==> src/rtl/arf_pkg.sv <==
package arf_pkg;
  typedef enum logic [1:0] {
    VW_FULL = 2'd0,
    VW_HALF = 2'd1,
    VW_BLO  = 2'd2,
    VW_BHI  = 2'd3
  } view_e;
endpackage

==> src/rtl/rf_write_merge.sv <==
module rf_write_merge
  import arf_pkg::*;
#(
  parameter int DW = 32
) (
  input  logic [DW-1:0] old_val,
  input  view_e         view,
  input  logic [DW-1:0] din,
  output logic [DW-1:0] merged
);
  localparam int HW = DW / 2;
  localparam int BW = 8;

  always_comb begin
    merged = old_val;
    unique case (view)
      VW_FULL: merged = din;
      VW_HALF: merged[HW-1:0] = din[HW-1:0];
      VW_BLO:  merged[BW-1:0] = din[BW-1:0];
      VW_BHI:  merged[2*BW-1:BW] = din[BW-1:0];
      default: merged = old_val;
    endcase
  end
endmodule

==> src/rtl/rf_read_view.sv <==
module rf_read_view
  import arf_pkg::*;
#(
  parameter int DW        = 32,
  parameter int IW        = 3,
  parameter int BYTE_REGS = 4
) (
  input  logic [DW-1:0] src,
  input  logic [IW-1:0] idx,
  input  view_e         view,
  input  logic          sext,
  input  logic          narrow,
  output logic [DW-1:0] dout
);
  localparam int HW = DW / 2;
  localparam int BW = 8;
  localparam logic [IW-1:0] BYTE_LIM = IW'(BYTE_REGS);

  logic [HW-1:0] half_v;
  logic [BW-1:0] byte_v;
  logic [HW-1:0] byte_to_half;
  logic          byte_ok;

  always_comb begin
    half_v       = src[HW-1:0];
    byte_v       = (view == VW_BHI) ? src[2*BW-1:BW] : src[BW-1:0];
    byte_ok      = (idx < BYTE_LIM);
    byte_to_half = {{(HW-BW){sext & byte_v[BW-1]}}, byte_v};
    unique case (view)
      VW_FULL: dout = src;
      VW_HALF: dout = narrow ? {{HW{1'b0}}, half_v}
                             : {{HW{sext & half_v[HW-1]}}, half_v};
      VW_BLO, VW_BHI: begin
        if (!byte_ok)    dout = '0;
        else if (narrow) dout = {{HW{1'b0}}, byte_to_half};
        else             dout = {{HW{sext & byte_v[BW-1]}}, byte_to_half};
      end
      default: dout = '0;
    endcase
  end
endmodule

==> src/rtl/rf_stack_ctl.sv <==
module rf_stack_ctl #(
  parameter int DW   = 32,
  parameter int STEP = 4
) (
  input  logic [DW-1:0] sp_cur,
  input  logic          push,
  input  logic          pop,
  output logic          act,
  output logic [DW-1:0] sp_nxt,
  output logic [DW-1:0] addr
);
  localparam logic [DW-1:0] STEP_V = DW'(STEP);

  always_comb begin
    act    = push | pop;
    sp_nxt = sp_cur;
    addr   = sp_cur;
    if (push) begin
      sp_nxt = sp_cur - STEP_V;
      addr   = sp_cur - STEP_V;
    end else if (pop) begin
      sp_nxt = sp_cur + STEP_V;
      addr   = sp_cur;
    end
  end
endmodule

==> src/rtl/aliased_regfile.sv <==
module aliased_regfile
  import arf_pkg::*;
#(
  parameter int NREG      = 8,
  parameter int DW        = 32,
  parameter int BYTE_REGS = 4,
  parameter int SP_IDX    = 4,
  parameter int STEP      = 4,
  localparam int IW       = $clog2(NREG)
) (
  input  logic          clk,
  input  logic          rst_n,
  input  logic          wr_en,
  input  logic [IW-1:0] wr_idx,
  input  logic [1:0]    wr_view,
  input  logic [DW-1:0] wr_data,
  output logic          wr_err,
  input  logic [IW-1:0] ra_idx,
  input  logic [1:0]    ra_view,
  input  logic          ra_sext,
  input  logic          ra_narrow,
  output logic [DW-1:0] ra_data,
  input  logic [IW-1:0] rb_idx,
  input  logic [1:0]    rb_view,
  input  logic          rb_sext,
  input  logic          rb_narrow,
  output logic [DW-1:0] rb_data,
  input  logic          push,
  input  logic          pop,
  output logic [DW-1:0] stk_addr
);
  localparam logic [IW-1:0] BYTE_LIM = IW'(BYTE_REGS);
  localparam logic [DW-1:0] STEP_V   = DW'(STEP);

  // reset: asynchronous assert, synchronous release
  logic [1:0] rst_pipe;
  logic       rst_int_n;
  always_ff @(posedge clk or negedge rst_n) begin
    if (!rst_n) rst_pipe <= '0;
    else        rst_pipe <= {rst_pipe[0], 1'b1};
  end
  assign rst_int_n = rst_pipe[1];

  logic [DW-1:0] regs [NREG];
  logic [DW-1:0] merged, sp_nxt;
  logic          wr_ok, stk_act;
  view_e         wv;

  assign wv     = view_e'(wr_view);
  assign wr_err = wr_en && (wv == VW_BLO || wv == VW_BHI) && (wr_idx >= BYTE_LIM);
  assign wr_ok  = wr_en && !wr_err;

  rf_write_merge #(.DW(DW)) u_merge (
    .old_val(regs[wr_idx]), .view(wv), .din(wr_data), .merged(merged)
  );

  rf_stack_ctl #(.DW(DW), .STEP(STEP)) u_stack (
    .sp_cur(regs[SP_IDX]), .push(push), .pop(pop),
    .act(stk_act), .sp_nxt(sp_nxt), .addr(stk_addr)
  );

  rf_read_view #(.DW(DW), .IW(IW), .BYTE_REGS(BYTE_REGS)) u_rd_a (
    .src(regs[ra_idx]), .idx(ra_idx), .view(view_e'(ra_view)),
    .sext(ra_sext), .narrow(ra_narrow), .dout(ra_data)
  );

  rf_read_view #(.DW(DW), .IW(IW), .BYTE_REGS(BYTE_REGS)) u_rd_b (
    .src(regs[rb_idx]), .idx(rb_idx), .view(view_e'(rb_view)),
    .sext(rb_sext), .narrow(rb_narrow), .dout(rb_data)
  );

  for (genvar gi = 0; gi < NREG; gi++) begin : g_reg
    localparam bit IS_SP = (gi == SP_IDX);
    logic          ld_en;
    logic [DW-1:0] ld_val;

    always_comb begin
      if (IS_SP && stk_act) begin
        ld_en  = 1'b1;
        ld_val = sp_nxt;
      end else begin
        ld_en  = wr_ok && (wr_idx == IW'(gi));
        ld_val = merged;
      end
    end

    always_ff @(posedge clk or negedge rst_int_n) begin
      if (!rst_int_n)  regs[gi] <= '0;
      else if (ld_en)  regs[gi] <= ld_val;
    end

    // a half write keeps the upper bits
    a_r3_upper_kept: assert property (@(posedge clk) disable iff (!rst_int_n)
      (wr_en && wr_idx == IW'(gi) && wr_view == 2'd1 && !(IS_SP && (push || pop)))
      |=> regs[gi][DW-1:DW/2] == $past(regs[gi][DW-1:DW/2]));

    // an illegal byte view leaves the register untouched
    a_r5_no_write: assert property (@(posedge clk) disable iff (!rst_int_n)
      (wr_err && wr_idx == IW'(gi) && !(IS_SP && (push || pop)))
      |=> $stable(regs[gi]));
  end

  // push moves the stack pointer down one slot
  a_r8_push_dec: assert property (@(posedge clk) disable iff (!rst_int_n)
    push |=> regs[SP_IDX] == $past(regs[SP_IDX]) - STEP_V);

  // pop alone moves the stack pointer up one slot
  a_r9_pop_inc: assert property (@(posedge clk) disable iff (!rst_int_n)
    (pop && !push) |=> regs[SP_IDX] == $past(regs[SP_IDX]) + STEP_V);

  // error only for byte views above the byte-capable range
  a_r5_err_scope: assert property (@(posedge clk) disable iff (!rst_int_n)
    wr_err |-> (wr_en && wr_view[1] && wr_idx >= BYTE_LIM));
endmodule

==> config.mk <==
export PLATFORM = sky130hd
export DESIGN_NAME = aliased_regfile
export DESIGN_NICKNAME = d
export VERILOG_FILES = /design/src/rtl/arf_pkg.sv /design/src/rtl/rf_write_merge.sv /design/src/rtl/rf_read_view.sv /design/src/rtl/rf_stack_ctl.sv /design/src/rtl/aliased_regfile.sv
export SDC_FILE = /design/constraint.sdc
export NUM_CORES = 1
export LEC_CHECK = 0
export BUFFER_PORTS_ARGS = -buffer_cell sky130_fd_sc_hd__buf_2
export CELL_PAD_IN_SITES_DETAIL_PLACEMENT = 1
export CELL_PAD_IN_SITES_GLOBAL_PLACEMENT = 2
export CORE_MARGIN = 1.5
export CORE_UTILIZATION = 40
export CTS_BUF_LIST = sky130_fd_sc_hd__clkbuf_2
export CTS_CLUSTER_DIAMETER = 30
export DETAILED_ROUTE_END_ITERATION = 7
export GPL_TIMING_DRIVEN = 0
export PLACE_DENSITY_LB_ADDON = 0.1
export SYNTH_ARGS = -nofsm -noshare
export SYNTH_HDL_FRONTEND = slang
export SYNTH_SLANG_ARGS = --single-unit
==> constraint.sdc <==
create_clock -name clk -period 13.5 [get_ports clk]
set_input_delay 1.35 -clock clk [delete_from_list [all_inputs] [get_ports clk]]
set_output_delay 1.35 -clock clk [all_outputs]
set_load 0.03 [all_outputs]
== Yosys cells after proc, flatten, opt, wreduce, memory -nomap -nowiden ==
Index checks and enable logic that the tools add are counted.
Operators by class
  mux-type cells: 27
  reduce and logical (&&, ||, !) cells: 22
  equal/unequal tests: 17
  $lt $le $gt $ge: 6
  bitwise operators: 8
  add/sub/neg operators: 2
Operators with widths (count)
  2-to-1 mux 32 bit: 16
  binary-select mux 32 bit (select 3 bit): 3
  one-hot mux 32 bit (3 select lines): 2
  adder 32 x 3 -> 32 bit (second input constant): 1
  subtractor 32 x 3 -> 32 bit (second input constant): 1
  2-to-1 mux 8 bit: 3
  2-to-1 mux 16 bit: 1
  one-hot mux 8 bit (2 select lines): 1
  equality test 2 bit (second input constant): 6
  equality test 3 bit (second input constant): 4
  >= comparator 4 bit (second input constant): 3
  inverter 3 -> 4 bit: 3
  logical AND 1 bit: 11
  equality test 2 x 1 -> 1 bit (second input constant): 3
  equality test 3 x 2 -> 1 bit (second input constant): 2
  logical NOT 2 bit: 3
  less-than comparator 3 bit (second input constant): 2
  OR reduction 2 bit: 3
  bitwise AND 1 bit: 4
  equality test 3 x 1 -> 1 bit (second input constant): 1
  >= comparator 3 bit (second input constant): 1
  logical NOT 3 bit: 1
  != test 3 bit (second input constant): 1
  OR reduction 3 bit: 1
  other kinds (5): 5
Storage, ports and cells
  word-level logic and storage cells: 91
  input port bits: 56
  output and inout bits: 97
  register bits: 258

== Depth between registers and ports, before layout ==
  depth in word-level cells: 9
  gate-level depth with buffers: 10
  gate-level depth less buffers: 8

== By module ==
A second synthesis with hierarchy kept.
Second synthesis, totals
  cell total of the unflattened synthesis: 1374
  area, all modules: 18784.3 um2
By module, submodules not included
  aliased_regfile: seq. area each 6456.2 um2, instances 1, area an instance 15728.8 um2, cells an instance 935
  rf_stack_ctl: seq. area each 0.0 um2, instances 1, area an instance 1420.1 um2, cells an instance 209
  rf_read_view: seq. area each 0.0 um2, instances 2, area an instance 550.5 um2, cells an instance 88
  rf_write_merge: seq. area each 0.0 um2, instances 1, area an instance 534.3 um2, cells an instance 54

== Worst setup path before layout ==
OpenSTA, ideal clock, no wires.
  path type: in2out
  from: input ra_idx[0]
  to: output ra_data[19]
  arrival time: 3023 ps
  required time: 12150 ps
  path slack: 9127 ps
  stages on the path: 8
  cells stage by stage: buf_4 > mux4_2 > and2_1 > a22oi_1 > o21ai_1 > nand3b_1 > buf_4 > o21ai_0
On the way
  word-level cells in the longest chain between the ends: 9
  elaborated cells between the ends (all ways): 12
  classes of those cells: 1 x order compare; 8 x mux; 3 x bitwise
Ends and longest elaborated chain
  from (decl): line aliased_regfile.sv:18  | input logic [IW-1:0] ra_idx,
  inverter 3 -> 4 bit (not written as such): line aliased_regfile.sv:63  | .src(regs[ra_idx]), .idx(ra_idx), .view(view_e'(ra_view)),
  binary-select mux 32 bit (select 3 bit): line aliased_regfile.sv:63
  2-to-1 mux 32 bit (not written as such) (2 in series): line aliased_regfile.sv:63
  2-to-1 mux 8 bit: line rf_read_view.sv:26  | byte_v = (view == VW_BHI) ? src[2*BW-1:BW] : src[BW-1:0];
  bitwise AND 1 bit: line rf_read_view.sv:36  | else dout = {{HW{sext & byte_v[BW-1]}}, byte_to_half};
  2-to-1 mux 32 bit: line rf_read_view.sv:35  | else if (narrow) dout = {{HW{1'b0}}, byte_to_half};
  2-to-1 mux 32 bit: line rf_read_view.sv:34  | if (!byte_ok) dout = '0;
  one-hot mux 32 bit (3 select lines) (*): line rf_read_view.sv:29  | unique case (view)
  to (decl): line aliased_regfile.sv:22  | output logic [DW-1:0] ra_data,
Mark *: on every way between the ends. The rest lies on a longest branch, timed or not. The select of a mux whose other input is x is not followed.

== Worst setup path after layout ==
  from: input ra_idx[1]
  to: output ra_data[29]
Same word-level chain as after synthesis.

==> results by group <==
Status
  • Outcome: complete, no violations

Critical path
  • Reg2reg path depth: 9
  • Crit Path Class: in -> out
  • Crit path launch type: primary input
  • Critical Path RT: about 12 ns
  • R2r endpoint: regs[116]
  • CP Max Fanout: 10
  • Critical R2R Launch: regs[98]
  • CP arrival: around 4.6 ns
  • Reg2Reg Setup Slack: about 10 ns
  • CP Capture Type: output port

Timing
  • Crit share post-route: 44.4%
  • RSZ-0062 raised after global routing: no
  • Final setup viols: 0
  • Clk_skew: 0.0769 ns
  • Min Tclk post-route: between 5 and 6 ns
  • Slew Limit Headroom: 5.22%
  • Worst-margin pin slew: between 1 and 1.5 ns
  • Setup TNS Final: 0 ns
  • Hold Vio Cnt, Final: 0
  • Slew Viols, Final: 0
  • Peak Freq: around 170 MHz

Yosys
  • Warnings from Yosys: 0
  • Synth Area per Inst: between 10 and 15 sq um
  • Most area-consuming cells after synthesis: dfrtp_1, mux4_2, o21ai_0, nand2_1, mux2i_1
  • Adder-cell share of the synthesized area: less than 1%
  • Net Count, Synth: ~1800
  • Library cells used by synthesis: a little over 80
  • Share of the synthesized area in the top cell type: around 36%
  • Post-Syn Area: around 18000 sq um
  • Post-Synth XOR/XNOR Area: 1.88%
  • EDFF count, synth: 0
  • Synth Area in Simple Gates: between 10% and 20%
  • Multiplexer share of the synthesized area: 28.9%
  • Predominant post-synthesis flop cell: dfrtp_1
  • Area leader, netlist: dfrtp_1
  • Post-synthesis compound-gate area fraction: 14.8%
  • Post-Synthesis Cells: ~1800
  • Fraction of registers with async set/reset: between 90% and 100%
  • Register area share after synthesis: between 30% and 40%
  • Synth Register Bits: ~260
  • Largest family of logic cells by synthesized area: multiplexers

CTS
  • CTS sink cnt: 258
  • CTS buffer count: 85
  • Clk root buf: clkbuf_2
  • Maximum clock path buffer count: 3
  • CTS tree: yes
  • Post-CTS sizing: 0
  • Clk_lat worst skew: around 1.1 ns
  • Setup bufs post-CTS: 0
  • Clock Pin Slew Worst Setup and Hold Paths: 0.10 ns
  • CTS Hold Bufs: 1
  • H-Tree Level Count: 3

Finish
  • Final nets: around 2100
  • Finished Layout Cells: between 2000 and 3000
  • Layout cells sized above 1: approximately 28%
  • Fillers: 5189
  • Syn-to-layout area delta: 13.4%

Global route
  • Global-route wire length before repair: roughly 120000 microns
  • Vias in the first global route: around 18000
  • GR Util All Layers: a little under two fifths
  • GRT overflow: 0
  • Initial antenna violation count: 6
  • Largest net degree at the start of global routing: between 60 and 70

Place
  • IO Port Bufs: around 140
  • Routability cong.: 0.930
  • Dpl cells: around 2500
  • Hpwl dp: around 64000 microns

Floorplanning
  • Die footprint: 46700 sq um
  • Core Footprint: approximately 45000 sq um
  • Cell Rows: between 70 and 80
  • Die Height: ~220 microns
  • I/O Pins: around 150
  • Chip width: roughly 220 microns
  • Starting density of the core: 40.8%

Detailed routing
  • DRT antenna net count: 0
  • Via count: around 18000
  • Vias/cell: ~6.5
  • WL final: ~87000 microns
  • DRC violations left: 0
  • Wirelength per Cell: around 32 microns
  • DRT iter0 DRCs: 2000
  • DR pass1 iterations: 5

Power and ir drop
  • Pwr Total: 3.14 mW
  • Peak supply drop: 94.2 uV
  • Leakage: ~9.0 nW
  • Cell area power density: around 150 nW/um^2

Run
  • Max_cap viols: 0

Min path
  • Hold Path Class: reg -> async
metrics by stage:
step	instance area [sq um]	worst slack [ns]	util (%)	hold WS (ns)
6_report	20600	7.51	46.3	0.198
5_1_grt	20600	7.58	46.3	0.231
4_1_cts	20600	7.74	46.2	0.212
3_5_place_dp	19700	7.76	44.3	0.212
3_3_place_gp	19600	2.10	44.1	0.336
2_1_floorplan	18200	5.78	-	0.331
flip-flops by register name, summed over array words and instances, names as in the netlist:
name / count
regs: 256
rst_pipe: 2
worst max path at each step:
stage                      from     endpoint  slack, ns
floorplan           rst_pipe[1]      regs[0]       5.78
global placement    rst_pipe[1]    regs[112]       2.10
detailed placement    ra_idx[1]  ra_data[29]       7.76
CTS                   ra_idx[1]  ra_data[29]       7.74
global route          ra_idx[1]  ra_data[29]       7.58
finish                ra_idx[1]  ra_data[29]       7.51
cell usage after synthesis (4+ instances only):
cell and number:
nand2_1 268, dfrtp_1 258, o21ai_0 218, mux4_2 190, a21oi_1 128, nor2_1 118
mux2i_1 93, clkbuf_1 92, buf_2 48, nor3_1 27, xor2_1 23, o22ai_1 19
nand3_1 18, a22oi_1 16, xnor2_1 16, inv_1 14, buf_4 13, a31oi_1 11
or3_1 11, a21oi_2 10, and3_1 10, nor4_1 10, nand4_1 9, o21ai_1 9
buf_1 8, buf_6 8, nand2b_1 8, a211oi_1 7, and2_1 7, nor3_2 7
o211ai_1 7, or2_2 7, a21o_1 6, nor3b_1 6, o221ai_1 5, a211o_1 4
and4_1 4, ha_1 4, o2111ai_1 4
layout by cell type (no fill, tap or decap), types with 8 or more instances in the layout:
| master | instances |
|---|---|
| clkbuf_1 | 91 |
| a21oi_1 | 128 |
| mux2i_1 | 93 |
| o21ai_0 | 218 |
| nor3_1 | 27 |
| buf_6 | 8 |
| buf_2 | 192 |
| and3_1 | 10 |
| o21ai_1 | 9 |
| nor4_1 | 10 |
| buf_1 | 8 |
| nand3_1 | 18 |
| clkbuf_2 | 115 |
| clkinv_1 | 23 |
| dfrtp_1 | 257 |
| xnor2_1 | 16 |
| clkinv_2 | 10 |
| nand4_1 | 9 |
| nor2_1 | 118 |
| buf_4 | 14 |
| xor2_1 | 23 |
| a21oi_2 | 10 |
| inv_1 | 14 |
| mux4_2 | 190 |
| nand2_1 | 268 |
| a31oi_1 | 11 |
| nand2b_1 | 8 |
| o22ai_1 | 19 |
| or3_1 | 11 |
| a22oi_1 | 16 |
per-layer routing:
layer | GRT usage (%) | wire length (microns) | share of wire, %
met1 | 49.2 | 34500 | 40
met2 | 57.1 | 39300 | 45
met3 | 10.4 | 8740 | 10
met4 | 18.1 | 4560 | 5.2
met5 | 0 | 0 | 0
report_power, final:
group	switching [mW]	internal (mW)	leakage [nW]	total, mW
logic	0.747	0.507	5.14	1.25
registers	0.215	0.952	3.22	1.17
clock network	0.413	0.308	0.608	0.722
total	1.37	1.77	8.97	3.14
cell families (layout without fill, tap and decap cells):
kind of cell	Yosys count	in the layout
XOR/XNOR	39	39
multiplexers	286	286
AO/OA/AOI/OAI	469	469
buffers and inverters	186	488
adder cells (fa/ha/maj)	4	4
flip-flops	258	258
other	1	5
AND/OR/NAND/NOR	538	538
final cells by class:
type | instances | area, sq um | share of cell area [%]
Inverter | 15 | 56.3 | 0.273
Antenna cell | 4 | 10.0 | 0.0486
Timing Repair Buffer | 150 | 848 | 4.12
Clock buffer | 112 | 561 | 2.72
Tap cell | 592 | 741 | 3.60
Clock inverter | 40 | 277 | 1.34
Buffer | 171 | 815 | 3.95
Sequential cell | 258 | 6460 | 31.4
Multi-Input combinational cell | 1337 | 10800 | 52.6
critical path, cell delays in order:
cell	delay, ns
clkbuf_1	0.75
clkbuf_1	1.09
mux4_2	0.42
mux2i_1	0.11
o21ai_0	0.60
buf_2	0.32
Power figures use the tool's default switching activity.
